File: src/rtl/eopq_pkg.sv
package eopq_pkg;

  typedef enum logic [1:0] {
    LINE_SE0 = 2'b00,
    LINE_J   = 2'b01,
    LINE_K   = 2'b10,
    LINE_SE1 = 2'b11
  } line_state_e;

  typedef enum logic [1:0] {
    SPD_FULL = 2'b00,
    SPD_LOW  = 2'b01,
    SPD_HIGH = 2'b10,
    SPD_RSVD = 2'b11
  } bus_speed_e;

endpackage

File: src/rtl/eopq_rst_sync.sv
module eopq_rst_sync #(
  parameter int STAGES = 2
) (
  input  logic clk,
  input  logic rst_n_i,
  output logic rst_n_o
);

  logic [STAGES-1:0] sync_q;
  logic [STAGES-1:0] sync_d;

  always_comb begin
    sync_d = {sync_q[STAGES-2:0], 1'b1};
  end

  always_ff @(posedge clk or negedge rst_n_i) begin
    if (!rst_n_i) begin
      sync_q <= '0;
    end else begin
      sync_q <= sync_d;
    end
  end

  assign rst_n_o = sync_q[STAGES-1];

endmodule

File: src/rtl/eopq_policy.sv
module eopq_policy
  import eopq_pkg::*;
#(
  parameter int CTRL_W   = 32,
  parameter int FILT_BIT = 29
) (
  input  logic [CTRL_W-1:0] ctrl_word,
  input  logic              host_role,
  input  logic [1:0]        bus_speed,
  input  logic              lpm_hs,
  output logic              filt_active
);

  localparam logic [CTRL_W-1:0] FILT_MASK = {{(CTRL_W-1){1'b0}}, 1'b1} << FILT_BIT;

  logic filt_enabled;
  logic host_case;
  logic dev_case;
  logic unused_ctrl_bits;

  assign filt_enabled     = |(ctrl_word & FILT_MASK);
  assign unused_ctrl_bits = ^(ctrl_word & ~FILT_MASK);

  always_comb begin
    host_case   = host_role && ((bus_speed == SPD_FULL) || (bus_speed == SPD_LOW));
    dev_case    = !host_role && (bus_speed == SPD_FULL) && lpm_hs;
    filt_active = filt_enabled && (host_case || dev_case);
  end

endmodule

File: src/rtl/eopq_se0_run.sv
module eopq_se0_run
  import eopq_pkg::*;
#(
  parameter int RUN_LEN = 2
) (
  input  logic       clk,
  input  logic       rst_n,
  input  logic       watch,
  input  logic [1:0] line_st,
  input  logic       filt_active,
  output logic       accept
);

  localparam int CW = $clog2(RUN_LEN + 1);
  localparam logic [CW:0] RUN_MAX = (CW + 1)'(RUN_LEN);

  logic [CW:0] cnt_q;
  logic [CW:0] cnt_d;
  logic [CW:0] cnt_inc;
  logic [CW:0] need;
  logic        is_se0;
  logic        cnt_en;

  assign is_se0 = (line_st == LINE_SE0);

  always_comb begin
    need    = filt_active ? RUN_MAX : (CW + 1)'(1);
    cnt_inc = (cnt_q < RUN_MAX) ? cnt_q + 1'b1 : cnt_q;
    accept  = watch && is_se0 && (cnt_inc >= need);
    if (!watch || !is_se0 || accept) begin
      cnt_d = '0;
    end else begin
      cnt_d = cnt_inc;
    end
    cnt_en = watch || (cnt_q != '0);
  end

  always_ff @(posedge clk or negedge rst_n) begin
    if (!rst_n) begin
      cnt_q <= '0;
    end else if (cnt_en) begin
      cnt_q <= cnt_d;
    end
  end

endmodule

File: src/rtl/tx_eop_qualifier.sv
module tx_eop_qualifier
  import eopq_pkg::*;
#(
  parameter int CTRL_W    = 32,
  parameter int FILT_BIT  = 29,
  parameter int RUN_LEN   = 2,
  parameter int RST_STAGE = 2
) (
  input  logic              clk,
  input  logic              rst_n,
  input  logic [1:0]        line_st,
  input  logic              tx_active,
  input  logic              host_role,
  input  logic [1:0]        bus_speed,
  input  logic              lpm_hs,
  input  logic [CTRL_W-1:0] ctrl_word,
  output logic              eop_pulse,
  output logic              tx_busy
);

  logic rst_sync_n;
  logic filt_active;
  logic eop_accept;
  logic tx_act_q;
  logic busy_q;
  logic busy_d;
  logic eop_q;
  logic eop_d;
  logic tx_start;

  eopq_rst_sync #(.STAGES(RST_STAGE)) u_rst (
    .clk     (clk),
    .rst_n_i (rst_n),
    .rst_n_o (rst_sync_n)
  );

  eopq_policy #(.CTRL_W(CTRL_W), .FILT_BIT(FILT_BIT)) u_policy (
    .ctrl_word   (ctrl_word),
    .host_role   (host_role),
    .bus_speed   (bus_speed),
    .lpm_hs      (lpm_hs),
    .filt_active (filt_active)
  );

  eopq_se0_run #(.RUN_LEN(RUN_LEN)) u_run (
    .clk         (clk),
    .rst_n       (rst_sync_n),
    .watch       (busy_q),
    .line_st     (line_st),
    .filt_active (filt_active),
    .accept      (eop_accept)
  );

  always_comb begin
    tx_start = tx_active && !tx_act_q;
    eop_d    = eop_accept;
    if (eop_accept) begin
      busy_d = 1'b0;
    end else if (tx_start) begin
      busy_d = 1'b1;
    end else begin
      busy_d = busy_q;
    end
  end

  always_ff @(posedge clk or negedge rst_sync_n) begin
    if (!rst_sync_n) begin
      tx_act_q <= 1'b0;
      busy_q   <= 1'b0;
      eop_q    <= 1'b0;
    end else begin
      tx_act_q <= tx_active;
      busy_q   <= busy_d;
      eop_q    <= eop_d;
    end
  end

  assign eop_pulse = eop_q;
  assign tx_busy   = busy_q;

endmodule

File: config.mk
export PLATFORM = sky130hd
export DESIGN_NAME = tx_eop_qualifier
export DESIGN_NICKNAME = d
export VERILOG_FILES = /design/src/rtl/eopq_pkg.sv /design/src/rtl/eopq_rst_sync.sv /design/src/rtl/eopq_policy.sv /design/src/rtl/eopq_se0_run.sv /design/src/rtl/tx_eop_qualifier.sv
export SDC_FILE = /design/constraint.sdc
export NUM_CORES = 1
export LEC_CHECK = 0
export CAP_MARGIN = 25
export CORE_MARGIN = 2
export CORE_UTILIZATION = 29
export CTS_BUF_LIST = sky130_fd_sc_hd__clkbuf_8
export CTS_CLUSTER_DIAMETER = 30
export DETAILED_ROUTE_END_ITERATION = 7
export GPL_TIMING_DRIVEN = 0
export MAX_ROUTING_LAYER = met4
export PLACE_DENSITY_LB_ADDON = 0.05
export SYNTH_ARGS = -nofsm -noshare
export SYNTH_HDL_FRONTEND = slang
export SYNTH_SLANG_ARGS = --single-unit
File: constraint.sdc
create_clock -name clk -period 0.8 [get_ports clk]
set_input_delay 0.16 -clock clk [delete_from_list [all_inputs] [get_ports clk]]
set_output_delay 0.16 -clock clk [all_outputs]
set_load 0.1 [all_outputs]
* Yosys cells after proc, flatten, opt, wreduce, memory -nomap -nowiden *
Index checks and enable logic that the tools add are counted.
W data, S select, Z words.

operators by class
  mux-type cells = 5
  eq/ne operators = 1
  order comparisons = 2
  reductions and logical operators = 20
  add/subtract/negate cells = 1

operators by type and width
  operator               number
  $logic_and A1 B1 Y1    7
  $mux W3                2
  $logic_or A1 B1 Y1     5
  $logic_not A1 Y1       4
  $logic_not A2 Y1       2
  $add A3 B1 Y3 const B  1
  $ge A3 B3 Y1           1
  $lt A3 B2 Y1 const B   1
  $reduce_bool A3 Y1     1
  $eq A2 B1 Y1 const B   1
  $mux W1                2
  $mux W2                1
  $reduce_bool A2 Y1     1

word-level totals
  register bits = 8
  input bits = 41

* Longest topological paths before layout *
  word-level depth = 10
  depth in mapped cells = 8
  gate-level depth less buffers = 8

* Hierarchy *
A second synthesis with hierarchy kept.

second synthesis, totals
  cell total of the unflattened synthesis = 39
  area total of the unflattened synthesis = 411.6 µm²

by module, submodules not included
  module            cells each  sequential area each (µm²)  area each (µm²)  times used
  eopq_se0_run      27          75.1                        244.0            1
  tx_eop_qualifier  6           75.1                        93.8             1
  eopq_rst_sync     3           50.0                        53.8             1
  eopq_policy       3           0.0                         20.0             1

* Worst setup path after synthesis *
OpenSTA, ideal clock, no wires.

  path type = register to register
  start point = reg u_run.cnt_q[0]
  end point = reg u_run.cnt_q[1]
  setup slack = -1109 ps
  cell stages (with the launch flop) = 8
  clock period less this slack = 1909 ps
  arrival time = 1830 ps
  cell sequence = dfrtp_1 inv_1 ha_1 a21o_1 ha_1 a2111oi_4 nand3_1 a21oi_1

between the ends
  word-level cells in the longest chain between the ends = 6
  elaborated cells between the ends (all ways) = 9
  classes of those cells = 1 x add/sub; 2 x order compare; 2 x mux; 4 x reduce/logical

ends and longest elaborated chain
  what                                                  line                text
  from (decl)                                           eopq_se0_run.sv:17  logic [CW:0] cnt_q;
  from (signal assigned)                                eopq_se0_run.sv:42  cnt_q <= cnt_d;
  $add A3 B1 Y3 / $lt A3 B2 Y1 (equally long branches)  eopq_se0_run.sv:28  cnt_inc = (cnt_q < RUN_MAX) ? cnt_q + 1'b1 : cnt_q;
  $mux W3                                               eopq_se0_run.sv:28
  $ge A3 B3 Y1                                          eopq_se0_run.sv:29  accept = watch && is_se0 && (cnt_inc >= need);
  $logic_and A1 B1 Y1                                   eopq_se0_run.sv:29
  $logic_or A1 B1 Y1                                    eopq_se0_run.sv:30  if (!watch || !is_se0 || accept) begin
  $mux W3                                               eopq_se0_run.sv:30

Parallel ways exist; a longest one is shown, timed or not.
A chain may end at the register's enable or synchronous reset.

* Worst setup path after layout *
  start point = reg u_run.cnt_q[1]
  end point = reg u_run.cnt_q[0]

Same word-level chain as after synthesis.

==> metrics.csv <==
metric,value,unit
grtUsageTotal,13.1,%
critical_path_class,reg2reg,
dr.pass1.iters,3,
cp-end-kind,flip-flop,
cts_tree,done,
nets,109,
cts_root_buf,clkbuf_8,
worstPathArrival,2.01,ns
drtIter0Drc,1,
clkLatencyLatePin,0.23,ns
area_growth,82.9,%
multi_input_area,279,um2
finalSetupTns,-4.62,ns
p_leak,0.349,nW
whs,0.0814,ns
grt_pass1_wl,1630,um
grt_max_degree,7,
syn_nets,85,
dp_slack,-1.50,ns
ir_worst_vdd,1.52,mV
dieWidth,42.0,um
cp.required,0.93,ns
dp_hpwl,618,um
grt_pass1_vias,403,
drcViolationCount,0,
drive_gt1_share,49.2,%
r2r-end,u_run.cnt_q[0],
violations,negative setup slack,
cts_buffer_depth,2,
max_freq,533,MHz
fin_util,58.0,%
final_cell_mix,"buf_4, clkdlybuf4s50_1, inv_1, dfrtp_1",
drv_slew,0,
diodes,0,
port_buffers,11,
ios,43,
synth-seq-cells,8,
r2r_start,u_run.cnt_q[1],
ctsHtreeMaxLevel,1,
ant_nets,0,
hold_viol,0,
hold_buffers,0,
yosysUniqueCellTypes,17,
clkTransAtPathRegs,0.04,ns
synthesis.area,418,um2
antenna_found_initial,0,
finalSetupViolations,6,
rsz0062_at_grt,true,
dieArea,0.00176,mm2
post-place-cells,66,
drv_cap,0,
reg2reg_slack,-1.08,ns
synth_area_per_cell,10.4,um2
place_congestion,0.659,
skew,0.00524,ns
ff_latch_area,210,um2
worst-path-max-fanout,4,
cts_made_buffers,3,
fin_crit_sh,235,%
finalCriticalPeriod,1.88,ns
finalNonFillerCells,78,
route.final.wire_length,1010,um
yosysWarnings,0,
critPathLaunchType,flip-flop,
wl_per_cell,13.0,um
cts_sinks,8,
power_density,1760,mW/mm2
postSynthCellCount,40,
grt_overflow,0,
core_area,0.00132,mm2
fillers,122,
viasPerCell,4.85,
start_util,31.7,%
fin_ws,-1.08,ns
vias,378,
holdCritPathClass,reg2async,
status,"finished, violations left",
dieHeight,42.0,um
final_common_cell,buf_4,
r2r_cells,7,
ys_seq_area_share,47.9,%
placementRows,13,
worst max path at each step:
| stage | start | to | cells past startpoint |
|---|---|---|---|
| global placement | lpm_hs | u_run.cnt_q[1] | 8 |
| CTS | u_run.cnt_q[1] | u_run.cnt_q[1] | 7 |
| detailed placement | lpm_hs | u_run.cnt_q[1] | 8 |
| global route | u_run.cnt_q[2] | u_run.cnt_q[0] | 7 |
| finish | u_run.cnt_q[1] | u_run.cnt_q[0] | 7 |
| floorplan | u_run.cnt_q[1] | u_run.cnt_q[1] | 7 |
logic make-up after synthesis:
family	count (synthesis)	share of synthesized area (%)
other	2	1.80
buffers and inverters	5	4.49
flip-flops	8	47.9
AND/OR/NAND/NOR	12	15.0
AO/OA/AOI/OAI	8	16.8
adder cells (fa/ha/maj)	4	12.0
XOR/XNOR	1	2.10
critical path, stage by stage, from the launching register on:
cell,delay [ns]
dfrtp_2,0.43
inv_2,0.08
ha_4,0.19
a21o_1,0.19
ha_4,0.25
a2111oi_4,0.32
nand3_2,0.16
o22ai_2,0.16
Yosys cell counts:
master	number	area (um2)
a21o_1	1	7.51
o22ai_1	1	6.26
o21a_1	1	7.51
nand3_1	2	10.0
dfrtp_1	8	200
a31oi_1	1	6.26
a2111oi_4	1	27.5
conb_1	2	7.51
nand2b_1	3	18.8
nand2_1	1	3.75
inv_1	5	18.8
or3b_2	1	8.76
xnor2_1	1	8.76
ha_1	4	50.1
a21oi_1	3	15.0
nor2_1	4	15.0
nor2b_1	1	6.26
registers in the layout, indices dropped and copies added, names as in the netlist:
name,count
u_rst.sync_q,2
eop_pulse,1
tx_act_q,1
u_run.cnt_q,3
tx_busy,1
per-stage QoR:
| stage | power (mW) | area [um2] |
|---|---|---|
| 2_1_floorplan | 0.681 | 450 |
| 3_3_place_gp | 0.768 | 579 |
| 3_5_place_dp | 0.778 | 579 |
| 4_1_cts | 1.35 | 726 |
| 5_1_grt | 1.43 | 764 |
| 6_report | 1.35 | 764 |
cell type report:
class | instances | share of cell area, %
flip-flops and latches | 8 | 27.5
inverters | 5 | 2.45
multi-input cells | 27 | 36.5
well taps | 15 | 2.45
repair buffers | 19 | 25.2
clock buffers | 3 | 5.40
clock inverters | 1 | 0.491
per-layer routing:
| metal | GRT usage [%] | vias up | share of wire [%] |
|---|---|---|---|
| met4 | 9.68 | 0 | 5.0 |
| met3 | 3.04 | 8 | 4.5 |
| met1 | 12.5 | 182 | 29 |
| met5 | - | - | 0 |
| met2 | 22.8 | 12 | 61 |
| li1 | - | 176 | - |
where the power goes:
part	internal (mW)	total [mW]	leakage [nW]	switching, mW
Sequential	0.443	0.473	0.0939	0.0291
Clock	0.331	0.475	0.0269	0.145
Combinational	0.189	0.400	0.229	0.210
what timing repair did:
action                     4_1_cts  5_1_grt
resized for setup               27        7
setup buffers                    7        1
setup endpoints to repair        6        6
pin swaps                        7        7
No activity file was read; power rests on OpenSTA's default activity.
